`src/rtl/cmpbr_pkg.sv`:
```
package cmpbr_pkg;

  // Relation codes carried in the branch word's condition field.
  typedef enum logic [3:0] {
    REL_EQ  = 4'd0,
    REL_NE  = 4'd1,
    REL_LT  = 4'd2,
    REL_GT  = 4'd3,
    REL_LTU = 4'd4,
    REL_GTU = 4'd5,
    REL_GE  = 4'd6,
    REL_LE  = 4'd7,
    REL_GEU = 4'd8,
    REL_LEU = 4'd9
  } rel_code_e;

  localparam int unsigned NUM_REL = 10;

endpackage

```
`src/rtl/cmpbr_operands.sv`:
```
module cmpbr_operands #(
  parameter int unsigned XW = 32
) (
  input  logic          clk,
  input  logic          rst_n,
  input  logic          load,
  input  logic [XW-1:0] a_in,
  input  logic [XW-1:0] b_in,
  output logic [XW-1:0] opa_q,
  output logic [XW-1:0] opb_q
);

  always_ff @(posedge clk) begin
    if (!rst_n) begin
      opa_q <= '0;
      opb_q <= '0;
    end else if (load) begin
      opa_q <= a_in;
      opb_q <= b_in;
    end
  end

endmodule

```
`src/rtl/cmpbr_decode.sv`:
```
module cmpbr_decode #(
  parameter int unsigned XW      = 32,
  parameter int unsigned IW      = 16,
  parameter int unsigned CW      = 4,
  parameter int unsigned OW      = 10,
  parameter int unsigned NREL    = 10
) (
  input  logic [IW-1:0] insn,
  input  logic [XW-1:0] pc,
  output logic          is_branch,
  output logic [CW-1:0] cond,
  output logic          cond_known,
  output logic [XW-1:0] target,
  output logic [XW-1:0] fallthru
);

  localparam int unsigned STEP = IW / 8;

  // Sign-extend the halfword offset and scale it to bytes.
  function automatic logic [XW-1:0] scaled_offset(input logic [OW-1:0] raw);
    logic [XW-1:0] ext;
    ext = {{(XW-OW){raw[OW-1]}}, raw};
    return ext << 1;
  endfunction

  assign is_branch  = insn[IW-1] & insn[IW-2];
  assign cond       = insn[IW-3 -: CW];
  assign cond_known = ({28'd0, cond} < NREL);
  assign fallthru   = pc + XW'(STEP);
  assign target     = fallthru + scaled_offset(insn[OW-1:0]);

endmodule

```
`src/rtl/cmpbr_relation.sv`:
```
module cmpbr_relation
  import cmpbr_pkg::*;
#(
  parameter int unsigned XW   = 32,
  parameter int unsigned CW   = 4,
  parameter int unsigned NREL = 10
) (
  input  logic [XW-1:0] opa,
  input  logic [XW-1:0] opb,
  input  logic [CW-1:0] cond,
  output logic          holds
);

  localparam int unsigned NCODE = 1 << CW;

  function automatic logic rel_eval(input int unsigned code,
                                    input logic [XW-1:0] a,
                                    input logic [XW-1:0] b);
    logic eq, lts, ltu;
    eq  = (a == b);
    lts = ($signed(a) < $signed(b));
    ltu = (a < b);
    case (code)
      32'(REL_EQ):  return eq;
      32'(REL_NE):  return !eq;
      32'(REL_LT):  return lts;
      32'(REL_GT):  return !lts && !eq;
      32'(REL_LTU): return ltu;
      32'(REL_GTU): return !ltu && !eq;
      32'(REL_GE):  return !lts;
      32'(REL_LE):  return lts || eq;
      32'(REL_GEU): return !ltu;
      32'(REL_LEU): return ltu || eq;
      default:      return 1'b0;
    endcase
  endfunction

  logic [NCODE-1:0] rel_vec;

  for (genvar k = 0; k < NCODE; k++) begin : g_rel
    if (k < NREL) begin : g_used
      assign rel_vec[k] = rel_eval(k, opa, opb);
    end else begin : g_unused
      assign rel_vec[k] = 1'b0;
    end
  end

  assign holds = rel_vec[cond];

endmodule

```
`src/rtl/cmpbr_unit.sv`:
```
module cmpbr_unit
  import cmpbr_pkg::*;
#(
  parameter int unsigned XW = 32,
  parameter int unsigned IW = 16,
  parameter int unsigned CW = 4,
  parameter int unsigned OW = 10
) (
  input  logic          clk,
  input  logic          rst_n,
  input  logic          cmp_load,
  input  logic [XW-1:0] cmp_a_in,
  input  logic [XW-1:0] cmp_b_in,
  input  logic          insn_valid,
  input  logic [IW-1:0] insn_word,
  input  logic [XW-1:0] insn_pc,
  output logic          res_valid,
  output logic          res_taken,
  output logic          bad_insn,
  output logic [XW-1:0] res_next_pc
);

  logic [XW-1:0] opa_q, opb_q;
  logic          is_branch, cond_known, rel_holds;
  logic [CW-1:0] cond;
  logic [XW-1:0] target, fallthru;

  // Named events for the checker.
  logic br_fire, bad_fire;

  cmpbr_operands #(.XW(XW)) u_ops (
    .clk(clk), .rst_n(rst_n), .load(cmp_load),
    .a_in(cmp_a_in), .b_in(cmp_b_in),
    .opa_q(opa_q), .opb_q(opb_q)
  );

  cmpbr_decode #(.XW(XW), .IW(IW), .CW(CW), .OW(OW), .NREL(NUM_REL)) u_dec (
    .insn(insn_word), .pc(insn_pc),
    .is_branch(is_branch), .cond(cond), .cond_known(cond_known),
    .target(target), .fallthru(fallthru)
  );

  cmpbr_relation #(.XW(XW), .CW(CW), .NREL(NUM_REL)) u_rel (
    .opa(opa_q), .opb(opb_q), .cond(cond), .holds(rel_holds)
  );

  assign br_fire  = insn_valid & is_branch & cond_known;
  assign bad_fire = insn_valid & is_branch & ~cond_known;

  always_ff @(posedge clk) begin
    if (!rst_n) begin
      res_valid   <= 1'b0;
      res_taken   <= 1'b0;
      bad_insn    <= 1'b0;
      res_next_pc <= '0;
    end else begin
      res_valid <= br_fire;
      res_taken <= br_fire & rel_holds;
      bad_insn  <= bad_fire;
      if (br_fire)
        res_next_pc <= rel_holds ? target : fallthru;
      else if (bad_fire)
        res_next_pc <= insn_pc;
    end
  end

endmodule

```
`config.mk`:
```
export PLATFORM = sky130hd
export DESIGN_NAME = cmpbr_unit
export DESIGN_NICKNAME = d
export VERILOG_FILES = /design/src/rtl/cmpbr_pkg.sv /design/src/rtl/cmpbr_operands.sv /design/src/rtl/cmpbr_decode.sv /design/src/rtl/cmpbr_relation.sv /design/src/rtl/cmpbr_unit.sv
export SDC_FILE = /design/constraint.sdc
export NUM_CORES = 1
export LEC_CHECK = 0
export BUFFER_PORTS_ARGS = -buffer_cell sky130_fd_sc_hd__buf_2
export CORE_MARGIN = 8
export CORE_UTILIZATION = 48
export DETAILED_ROUTE_END_ITERATION = 8
export PLACE_DENSITY = 0.71
export SYNTH_ARGS = -nofsm -noshare
export SYNTH_HDL_FRONTEND = slang
export SYNTH_SLANG_ARGS = --single-unit
export TNS_END_PERCENT = 5
```
`constraint.sdc`:
```
create_clock -name clk -period 4.68 [get_ports clk]
set_clock_uncertainty 0.15 [all_clocks]
set_input_delay 0.468 -clock clk [delete_from_list [all_inputs] [get_ports clk]]
set_output_delay 0.468 -clock clk [all_outputs]
set_load 0.05 [all_outputs]
```
==> results.toml, run 1 <==
[timing]
worstMarginPinSlew_ps = 1060
setup-tns-final_ps = 0
layout_min_cycle_time_ps = 4280
worst_hold_slack_ps = 225
final_hold_viol_count = 0
drv_slew = 0
post-route-period-util_pct = 91.4
setup_viol = 0
maxSlewHeadroom_pct = 29.4
rsz0062_at_grt = "false"
fmax_mhz = 234

[yosys]
ys_seq_elements = 99
postSynthAreaPerCell_um2 = 8.28
synth_async_sr_flop_share_pct = 0
synth_top_area_cell = "dfxtp_1"
syn_nets = 1031
postSynthCellCount = 851
yosysWarnings = 0
synth_ff_type = "dfxtp_1"
synthDistinctLibCells = 63
synth_edf_count = 0
synth_top_cell_area_share_pct = 28.1
synth.cell_area_um2 = 7050
ys_top_cells_by_area = "dfxtp_1 28%, ha_1 11%, mux2i_1 9.8%, nor2b_1 6.1%, nand2_1 5.3%"
yosysSeqAreaShare_pct = 28.1

[cts]
clock_latency_ps = 350
cts_buffer_depth = 2
ctsHtreeMaxLevel = 3
post_cts_buffers = 0
cts_tree = "done"
cts.sink_count = 99
numCtsBuffers = 9
cts.clk_slew.worst_paths_ps = 70
cts_hold_buf = 0
cts.root.buffer_cell = "clkbuf_16"
ctsResizeCount = 0

[global_route]
grt_max_degree = 98
grt_remaining_overflow = 0
track_usage_pct = 19.9
antenna_found_initial = 1
grt_pass1_wl_mm = 30.4
grt_pass1_vias = 6195

[hold_path]
hp-class = "primary input to flop"

[final_layout]
mostFrequentLayoutCell = "buf_2"
synthToLayoutAreaGrowth_pct = 17.8
drive_above_1_share_pct = 19.4
nets = 1169
design_area_um2 = 8310
final_cell_mix = "149 x buf_2, 99 x nand2_1, 99 x dfxtp_1"

[power]
ir_drop_uv = 174
power_per_cell_area_nw_per_um2 = 288
leakage_uw = 0.00377

[worst_setup_path]
critical-path-max-stage-delay_ps = 390
cp_slowest_cell = "a2111oi_1"
arrival_ps = 4360
cpMostUsedCell = "nand2_1"
worstSetupPathType = "primary input to flop"
start_kind = "primary input"
cp.required_ps = 4760
critPathMaxFanout = 7
critPathTopFamily = "compound AO/OA/AOI/OAI gates"
path_buf_inv = 2
critical_path.cell_chain = "buf_2 > ha_1 > and2_1 > nand2_1 > nor2_1 > and2_1 > and3_1 > nand2_1 > xnor2_1 > ha_1 > a21oi_1 > nand2_1 > a311oi_1 > o21bai_1 > a2111oi_1 > buf_4 > o31ai_1 > a211oi_1 > o21ai_0 > o21ai_0 > o21ai_1"
end_kind = "flop"

[routing]
drc_errors = 0
first_iter_violations = 446
routedWlPerCell_um = 15.9
via_per_inst = 5.47
routed-via-count = 6438
wl_mm = 18.7
first_pass_iters = 5
ant_nets = 0

[die]
die_h_um = 137
fp-row-count = 44
dieWidth_um = 137
io_pins = 151
core_area_um2 = 14400
dieArea_um2 = 18800
initial_core_util_pct = 48.9

[placement]
gp_congestion = 0.891
dp_hpwl_mm = 14.5
post_dp_cell_area_um2 = 8010
numPortBuffers = 150

[flow_run]
cap_viol_max_count = 0

[status]
status = "finished clean"
==> worst min-delay path: stages <==
cell and delay [ps]:
buf_2 70, mux2i_1 50, nor2b_1 90
==> cells by family after synthesis <==
logic type                 count (synthesis)  synth area share, %
adders and majority gates                 64                 11.5
muxes                                     69                 9.80
buffers and inverters                     83                 4.51
AOI/OAI and AO/OA                        209                 19.7
and+or+nand+nor                          273                 19.7
xor gates and xnor gates                  54                 6.71
DFF                                       99                 28.1
==> synth_stat cells, types with 7 or more instances <==
cell      count
ha_1         63
nand4_1      12
nor2b_1      69
nor2_1       27
clkbuf_1     25
a22o_1       30
dfxtp_1      99
a21o_1        7
xor2_1       21
nand2_1      99
inv_1        48
o21ai_1      23
mux2i_1      69
nand3_1      24
o21ai_0      46
and3_1       11
a21oi_1      44
xnor2_1      33
==> power breakdown <==
group	total (uW)	internal, uW	switching, uW
logic	713	299	414
registers	916	890	25.7
clock network	760	418	343
==> flip-flops by register name (all words and copies together) (netlist names) <==
| signal | cells |
|---|---|
| res_taken | 1 |
| bad_insn | 1 |
| u_ops.opa_q | 32 |
| u_ops.opb_q | 32 |
| res_next_pc | 32 |
| res_valid | 1 |
==> layout make-up <==
cell class / instances / area, um^2
diodes: 1 / 2.50
clock buffers: 9 / 225
clock inverters: 6 / 71.3
fillers: 1357 / 6120
inverters: 49 / 184
multi-input cells: 669 / 4760
flip-flops and latches: 99 / 1980
well taps: 184 / 230
repair buffers: 161 / 848
==> per-layer routing <==
layer,track usage [%],share of wire (%),vias up
met1,26.2,47,2914
met5,0,0,-
li1,-,-,3301
met4,5.19,1.4,0
met2,31.7,44,203
met3,5.11,7.5,20
==> worst paths after layout <==
check	start	endpoint	slack, ps	cells after the start
min	cmp_b_in[9]	u_ops.opb_q[9]	230	3
min reg2reg	res_next_pc[2]	res_next_pc[2]	320	1
max reg2reg	u_ops.opb_q[31]	res_next_pc[19]	960	12
max	insn_pc[1]	res_next_pc[29]	400	21
==> stage by stage <==
| stage | instances | total power (uW) | setup WS (ps) | util [%] |
|---|---|---|---|---|
| floorplan | 851 | 1430 | 643 | - |
| global placement | 1162 | 1640 | 277 | 55.5 |
| detailed placement | 1162 | 1640 | 107 | 55.5 |
| CTS | 1177 | 2420 | 482 | 57.6 |
| global route | 1178 | 2540 | 26.9 | 57.6 |
| finish | 1178 | 2390 | 401 | 57.6 |
No activity file was read; power rests on OpenSTA's default activity.
==> run 2, diff against run 1 <==
CAP_MARGIN = 30   (was not set)
REMOVE_ABC_BUFFERS = 1   (was not set)
==> results.toml, run 2 (same netlist as run 1, synthesis figures left out) <==
[placement]
numPortBuffers = 150
gp_congestion = 0.948
dp_hpwl_mm = 14.2

[power]
p_seq_share_pct = 38.9
total_power_uw = 2350
power_frac_clock_pct = 31.4
swShare_pct = 32.8
leakage_uw = 0.00379
p_sw_uw = 772
power_per_cell_area_nw_per_um2 = 282
ir_drop_uv = 164
p_int_uw = 1580
combPwrFrac_pct = 29.7

[final_layout]
final_util_pct = 57.7
synthToLayoutAreaGrowth_pct = 18.2
mostFrequentLayoutCell = "buf_2"
diodes = 0
final_cell_mix = "149 x buf_2, 99 x nand2_1, 99 x dfxtp_1"
nFillCells = 1380
nets = 1171
drive_above_1_share_pct = 19.8
reg.largest.list = "res_next_pc: 32 flops, u_ops.opa_q: 32 flops, u_ops.opb_q: 32 flops"

[timing]
layout_min_cycle_time_ps = 4180
post-route-period-util_pct = 89.2
final_hold_viol_count = 0
fmax_mhz = 239
drv_slew = 0
setup-tns-final_ps = 0
rsz0062_at_grt = "false"
worstMarginPinSlew_ps = 691
setup_viol = 0
maxSlewHeadroom_pct = 53.9

[global_route]
grt_pass1_wl_mm = 29.9
grt_pass1_vias = 6236
track_usage_pct = 19.3
antenna_found_initial = 1
grt_remaining_overflow = 0
grt_max_degree = 58

[die]
fp-row-count = 44
io_pins = 151
dieArea_um2 = 18800
die_h_um = 137
initial_core_util_pct = 48.9
dieWidth_um = 137
core_area_um2 = 14400

[worst_setup_path]
critPathMaxFanout = 7
critical_path.cell_chain = "buf_2 > ha_1 > and2_1 > nand2_1 > nor2_1 > and2_1 > nand2_1 > xnor2_1 > ha_1 > a21oi_1 > nand2_1 > a311oi_1 > o21bai_1 > a2111oi_1 > buf_4 > o31ai_1 > mux2i_1 > o21ai_1 > xnor2_1 > o21ai_1"
cp_slowest_cell = "a2111oi_1"
start_kind = "primary input"
arrival_ps = 4260
worstSetupPathType = "primary input to flop"
cpMostUsedCell = "nand2_1"
end_kind = "flop"
critPathTopFamily = "compound AO/OA/AOI/OAI gates"
critical-path-max-stage-delay_ps = 380
path_buf_inv = 2
cp.required_ps = 4760

[cts]
clock_latency_ps = 350
post_cts_buffers = 0
cts.clk_slew.worst_paths_ps = 70
cts_buffer_depth = 2
numCtsBuffers = 9
ctsHtreeMaxLevel = 3
cts_tree = "done"
cts.root.buffer_cell = "clkbuf_16"
cts_hold_buf = 0
ctsResizeCount = 0
cts.sink_count = 99

[routing]
routedWlPerCell_um = 15.6
ant_nets = 0
first_iter_violations = 339
wl_mm = 18.4
first_pass_iters = 5
routed-via-count = 6434
drc_errors = 0
via_per_inst = 5.45

[status]
status = "finished clean"

[flow_run]
cap_viol_max_count = 0

[hold_path]
hp-class = "primary input to flop"
run 2: metal layers:
layer	share of wire, %	track usage [%]	vias up
li1	-	-	3317
met1	45	23.9	2932
met4	1.5	4.71	2
met3	5.5	4.34	23
met5	0.071	0	-
met2	48	33.3	160
run 2: worst reg2reg max path, cell delays in order (launching register included):
cell	delay, ps
dfxtp_1	340
inv_1	50
ha_1	430
nand4_1	190
nor3_2	360
nand3_1	190
a21oi_1	340
nor4_1	120
or3_1	360
a32oi_4	370
buf_4	320
mux2i_1	350
o21ai_1	90
run 2: stage by stage:
step / cells / worst slack (ps) / hold slack, ps / cell area [um^2]
after floorplan: 817 / 571 / 333 / 6910
after global placement: 1163 / 278 / 299 / 8010
after detailed placement: 1164 / 225 / 314 / 8030
after CTS: 1180 / 576 / 206 / 8330
after global routing: 1180 / 189 / 208 / 8330
final: 1180 / 503 / 220 / 8330
run 2: area by class of cell:
type / instances / area [um^2] / share of cell area [%]
well taps: 184 / 230 / 2.76
inverters: 49 / 184 / 2.21
repair buffers: 163 / 871 / 10.5
flip-flops and latches: 99 / 1980 / 23.8
clock inverters: 5 / 41.3 / 0.496
multi-input cells: 669 / 4770 / 57.2
clock buffers: 11 / 253 / 3.03
run 2: worst paths after layout:
check                                     start         endpoint  slack (ps)  depth (start not counted)
worst min register to register   res_next_pc[0]   res_next_pc[0]         320                          2
worst min-delay path                 insn_pc[0]   res_next_pc[0]         220                          3
worst max-delay path                 insn_pc[1]  res_next_pc[31]         500                         20
worst max register to register  u_ops.opb_q[31]  res_next_pc[19]         900                         12
run 2: power by group through the flow:
stage	Combinational, uW	Sequential [uW]	Clock [uW]
6_report	699	915	739
5_1_grt	779	921	797
4_1_cts	701	915	766
3_5_place_dp	696	934	0
3_3_place_gp	691	933	0
2_1_floorplan	429	980	0
